==> config.mk <==
export PLATFORM = sky130hd
export DESIGN_NAME = uart_tx_framer
export DESIGN_NICKNAME = d
export VERILOG_FILES = /design/src/rtl/uart_tx_pkg.sv /design/src/rtl/uart_tx_parity.sv /design/src/rtl/uart_tx_frame_build.sv /design/src/rtl/uart_tx_framer.sv
export SDC_FILE = /design/constraint.sdc
export NUM_CORES = 1
export LEC_CHECK = 0
export CAP_MARGIN = 30
export CORE_UTILIZATION = 45
export DETAILED_ROUTE_END_ITERATION = 6
export DONT_BUFFER_PORTS = 1
export SYNTH_ARGS = -nofsm -noshare
export SYNTH_HDL_FRONTEND = slang
export SYNTH_SLANG_ARGS = --single-unit
==> constraint.sdc <==
create_clock -name clk -period 9.7 [get_ports clk]
set_clock_uncertainty 0.1 [all_clocks]
set_input_delay 0 -clock clk [delete_from_list [all_inputs] [get_ports clk]]
set_output_delay 0 -clock clk [all_outputs]
set_load 0.03 [all_outputs]
==> src/rtl/uart_tx_pkg.sv <==
package uart_tx_pkg;

    typedef enum logic [1:0] {
        ST_IDLE  = 2'd0,
        ST_START = 2'd1,
        ST_BITS  = 2'd2,
        ST_STOP  = 2'd3
    } tx_state_e;

    // parity slot selector codes
    localparam logic [2:0] PAR_EVEN  = 3'b000;
    localparam logic [2:0] PAR_ODD   = 3'b001;
    localparam logic [2:0] PAR_SPACE = 3'b010;
    localparam logic [2:0] PAR_MARK  = 3'b011;

    // stop length codes
    localparam logic [1:0] STOP_ONE  = 2'b00;
    localparam logic [1:0] STOP_HALF = 2'b01;
    localparam logic [1:0] STOP_TWO  = 2'b10;

endpackage

==> src/rtl/uart_tx_parity.sv <==
// Parity of the masked data bits (1 when the count of ones is odd).
module uart_tx_parity #(
    parameter int W = 9
) (
    input  logic [W-1:0] bits_i,
    input  logic [W-1:0] mask_i,
    output logic         odd_o
);
    assign odd_o = ^(bits_i & mask_i);
endmodule

==> src/rtl/uart_tx_frame_build.sv <==
// Builds the payload shift word (data + optional parity slot, first bit at index 0).
module uart_tx_frame_build
    import uart_tx_pkg::*;
#(
    parameter int DATA_W = 9,
    localparam int FW    = DATA_W + 1,
    localparam int CW    = $clog2(FW + 1)
) (
    input  logic [DATA_W-1:0] data_i,
    input  logic              addr_flag_i,
    input  logic [1:0]        len_i,
    input  logic              nine_i,
    input  logic              msb_first_i,
    input  logic [2:0]        parity_i,
    output logic [FW-1:0]     frame_o,
    output logic [CW-1:0]     nbits_o
);
    int                len;
    logic [DATA_W-1:0] mask;
    logic [DATA_W-1:0] ordered;
    logic              ones_odd;
    logic              has_par;
    logic              par_bit;

    uart_tx_parity #(.W(DATA_W)) par_i (
        .bits_i (data_i),
        .mask_i (mask),
        .odd_o  (ones_odd)
    );

    always_comb begin
        len     = nine_i ? DATA_W : 5 + int'(len_i);
        mask    = '0;
        ordered = '0;
        for (int j = 0; j < DATA_W; j++) begin
            if (j < len) begin
                mask[j] = 1'b1;
                if (msb_first_i) ordered[len-1-j] = data_i[j];
                else             ordered[j]       = data_i[j];
            end
        end

        has_par = 1'b1;
        par_bit = 1'b0;
        casez (parity_i)
            PAR_EVEN:  par_bit = ones_odd;
            PAR_ODD:   par_bit = ~ones_odd;
            PAR_SPACE: par_bit = 1'b0;
            PAR_MARK:  par_bit = 1'b1;
            3'b10?:    has_par = 1'b0;
            default:   par_bit = addr_flag_i;
        endcase

        frame_o = {1'b0, ordered};
        if (has_par) frame_o[len] = par_bit;
        nbits_o = CW'(len) + CW'(has_par);
    end
endmodule

==> src/rtl/uart_tx_framer.sv <==
module uart_tx_framer
    import uart_tx_pkg::*;
#(
    parameter int DATA_W = 9,
    parameter int OVS    = 16
) (
    input  logic              clk,
    input  logic              rst_n,
    input  logic              tick,
    input  logic              in_valid,
    output logic              in_ready,
    input  logic [DATA_W-1:0] in_data,
    input  logic              in_addr_flag,
    input  logic [1:0]        cfg_len,
    input  logic              cfg_nine,
    input  logic              cfg_msb_first,
    input  logic [2:0]        cfg_parity,
    input  logic [1:0]        cfg_stop,
    output logic              tx,
    output logic              busy
);
    localparam int FW      = DATA_W + 1;
    localparam int CW      = $clog2(FW + 1);
    localparam int CNT_W   = $clog2(2 * OVS);
    localparam int STOP15  = OVS + OVS / 2;

    typedef struct packed {
        tx_state_e        st;
        logic [CNT_W-1:0] cnt;
        logic [FW-1:0]    shf;
        logic [CW-1:0]    left;
        logic [CNT_W-1:0] stop_last;
    } regs_t;

    regs_t            r_d, r_q;
    logic [FW-1:0]    frame;
    logic [CW-1:0]    nbits;
    logic [CNT_W-1:0] stop_last_sel;

    uart_tx_frame_build #(.DATA_W(DATA_W)) build_i (
        .data_i      (in_data),
        .addr_flag_i (in_addr_flag),
        .len_i       (cfg_len),
        .nine_i      (cfg_nine),
        .msb_first_i (cfg_msb_first),
        .parity_i    (cfg_parity),
        .frame_o     (frame),
        .nbits_o     (nbits)
    );

    always_comb begin
        case (cfg_stop)
            STOP_HALF: stop_last_sel = CNT_W'(STOP15 - 1);
            STOP_TWO:  stop_last_sel = CNT_W'(2 * OVS - 1);
            default:   stop_last_sel = CNT_W'(OVS - 1);
        endcase
    end

    always_comb begin
        r_d = r_q;
        case (r_q.st)
            ST_IDLE: begin
                if (in_valid) begin
                    r_d.st        = ST_START;
                    r_d.cnt       = '0;
                    r_d.shf       = frame;
                    r_d.left      = nbits;
                    r_d.stop_last = stop_last_sel;
                end
            end
            ST_START: begin
                if (tick) begin
                    if (r_q.cnt == CNT_W'(OVS - 1)) begin
                        r_d.st  = ST_BITS;
                        r_d.cnt = '0;
                    end else begin
                        r_d.cnt = r_q.cnt + 1'b1;
                    end
                end
            end
            ST_BITS: begin
                if (tick) begin
                    if (r_q.cnt == CNT_W'(OVS - 1)) begin
                        r_d.cnt = '0;
                        r_d.shf = r_q.shf >> 1;
                        if (r_q.left == CW'(1)) r_d.st = ST_STOP;
                        else                    r_d.left = r_q.left - 1'b1;
                    end else begin
                        r_d.cnt = r_q.cnt + 1'b1;
                    end
                end
            end
            default: begin
                if (tick) begin
                    if (r_q.cnt == r_q.stop_last) begin
                        r_d.st  = ST_IDLE;
                        r_d.cnt = '0;
                    end else begin
                        r_d.cnt = r_q.cnt + 1'b1;
                    end
                end
            end
        endcase
    end

    always_ff @(posedge clk) begin
        if (!rst_n) begin
            r_q <= '{st: ST_IDLE, cnt: '0, shf: '0, left: '0, stop_last: '0};
        end else begin
            r_q <= r_d;
        end
    end

    assign in_ready = (r_q.st == ST_IDLE);
    assign busy     = (r_q.st != ST_IDLE);
    assign tx       = (r_q.st == ST_START) ? 1'b0 :
                      (r_q.st == ST_BITS)  ? r_q.shf[0] : 1'b1;
endmodule

==> impl_metrics.json <==
{
  "status": "finished clean",
  "gp_congestion": 0.9795,
  "power.density_nw_per_um2": 171.6,
  "synth_edf_count": 0,
  "finalSetupViolations": 0,
  "rsz0062_at_grt": "no",
  "syn_nets": 570,
  "yosys-top-cells-area": "dfxtp_1, ha_1, nand2_1",
  "clk_path_buf_depth": 2,
  "fin_crit_ns": 4.170,
  "drt_iter0_markers": 551,
  "largest_reg_flops": 24,
  "finalPower_uw": 649.6,
  "endpoint_kind": "flip-flop",
  "regMostFlops": "r_q",
  "antenna_cells": 0,
  "cp.required_ns": 9.83,
  "maxSlewViolCount": 0,
  "clk_pin_slew_ns": 0.09,
  "synth-seq-cells": 24,
  "place_inst": 586,
  "cts_made_buffers": 3,
  "cts_htree_levels": 1,
  "min_to": "r_q[11]",
  "ys_seq_area_share_pct": 13.38,
  "post-place-ws_ns": 5.897,
  "hold_buffers": 14,
  "whs_ns": 0.004538,
  "tightest_slew_ns": 1.021,
  "die_h_um": 91.33,
  "synth_warnings": 0,
  "worstSkewPairLatency_ns": 0.28,
  "layout.cells.non_filler": 604,
  "fin_crit_sh_pct": 42.99,
  "grt_max_degree": 31,
  "area_delta_synth_final_pct": 5.436,
  "holdPathStages": 4,
  "cts_tree": "yes",
  "drc_errors": 0,
  "synth_common_cells": "nand2_1, nand3_1, a21oi_1, nor2_1, ha_1",
  "grt_pass1_vias": 3810,
  "grt.overflow.total": 0,
  "min_from": "cfg_msb_first",
  "ant_nets": 0,
  "hold_class": "in2reg",
  "viasPerCell": 6.887,
  "vias": 4160,
  "synth_most_common_cell": "nand2_1",
  "die_area_um2": 8341,
  "dr.pass1.iters": 5,
  "p_leak_uw": 0.001458,
  "port_buffers": 0,
  "crit_type": "in2reg",
  "netlist.top_cell.by_area": "dfxtp_1",
  "root_buffer": "clkbuf_8",
  "nNetsFinal": 555,
  "tns_ns": 0,
  "cts_sinks": 24,
  "arrival_ns": 4.30,
  "cts_resized": 0,
  "wl_per_cell_um": 20.67,
  "largest_registers": "r_q: 24 flops",
  "synth_ff_type": "dfxtp_1",
  "cts_setup_buffers": 0,
  "fin_ws_ns": 5.530,
  "r2r-end": "r_q[12]",
  "die_w_um": 91.33,
  "final-hold-violation-count": 0,
  "num-fill-cells": 777,
  "worstSetupStartpointType": "input port",
  "path_max_fanout": 24,
  "max_freq_mhz": 239.8,
  "grt_util_all_layers_pct": 29.83,
  "antenna_found_initial": 0,
  "r2r_setup_slack_ns": 6.76,
  "irDropWorstVdd_v": 0.00007486,
  "start_util_pct": 46.47,
  "dp_hpwl_um": 8858,
  "core-area_um2": 7727,
  "maxCapViolations": 0,
  "synth-async-reset-ratio_pct": 0,
  "drive_gt1_share_pct": 4.980,
  "ios": 26,
  "rows": 32,
  "synthCells": 518,
  "max_slew_margin_pct": 30.21,
  "rr_worst_depth": 9,
  "synth_area_per_cell_um2": 6.932,
  "synth_top_area_share_pct": 13.38,
  "grt_pass1_wl_um": 19890,
  "r2r_start": "r_q[24]",
  "wl_um": 12480,
  "yosysUniqueCellTypes": 73,
  "netlist_area_um2": 3591
}
-- power breakdown --
group	switching [µW]	internal [µW]	leakage [µW]	total [µW]
sequential	22.9	129	0.000197	152
clock	35.3	36.4	0.0000288	71.7
combinational	273	154	0.00123	426
total	331	319	0.00146	650
-- logic make-up (layout without fill, tap and decap cells) --
| logic type | after synthesis | count (layout) | share of synthesized area (%) |
|---|---|---|---|
| DFF | 24 | 24 | 13.38 |
| AOI/OAI and AO/OA | 156 | 156 | 31.85 |
| and+or+nand+nor | 226 | 226 | 31.39 |
| muxes | 10 | 10 | 2.892 |
| buffers and inverters | 59 | 43 | 6.586 |
| xor gates and xnor gates | 14 | 14 | 3.798 |
| adders and majority gates | 29 | 29 | 10.10 |
-- worst max-delay path, stage by stage --
cell and delay [ns]:
ha_1 0.26, or2_1 0.23, buf_4 0.23, ha_1 0.28, a21boi_0 0.14, ha_1 0.68, inv_1 0.18, a21oi_1 0.15
o32a_1 0.43, a32oi_1 0.19, a21oi_1 0.15, a31oi_1 0.09, or4_1 0.55, a21oi_1 0.16, dlygate4sd3_1 0.56
-- layout by cell type (no fill, tap or decap), drive strengths merged, types with 13 or more instances in the layout --
cell type,netlist,routed
a21oi,31,31
nand4,13,13
nand3,33,33
nor2,34,34
nor3,23,23
dfxtp,24,24
inv,21,21
ha,29,29
dlygate4sd3,0,14
nand2b,13,13
nand2,69,69
o21ai,22,22
-- worst max path at each step --
stage	to	slack (ns)	from
after floorplan	r_q[12]	6.06	cfg_len[0]
after global placement	r_q[12]	6.00	cfg_len[0]
after detailed placement	r_q[12]	5.90	cfg_len[0]
after CTS	r_q[12]	5.65	cfg_len[0]
after global routing	r_q[12]	5.25	cfg_len[0]
final	r_q[12]	5.53	cfg_len[0]
-- per-layer routing --
layer	track usage, %	wire [µm]	vias to the layer above
met1	43.14	5496	1948
met3	6.365	1308	41
met4	9.656	309	0
li1	-	-	1902
met2	43.50	5367	269
met5	0	0	-
-- stage by stage --
| stage | utilization [%] | cell area, µm² |
|---|---|---|
| 5_1_grt | 49.00 | 3786 |
| 6_report | 49.00 | 3786 |
| 4_1_cts | 49.00 | 3786 |
| 3_5_place_dp | 46.47 | 3591 |
| 3_3_place_gp | 46.47 | 3591 |
| 2_1_floorplan | - | 3591 |
-- layout make-up --
class	count	area (µm²)	area share [%]
Multi-Input combinational cell	435	2874	75.91
Sequential cell	24	480.5	12.69
Timing Repair Buffer	18	170.2	4.494
Tap cell	102	127.6	3.371
Inverter	21	78.83	2.082
Clock buffer	4	55.05	1.454
Power figures use the tool's default switching activity.
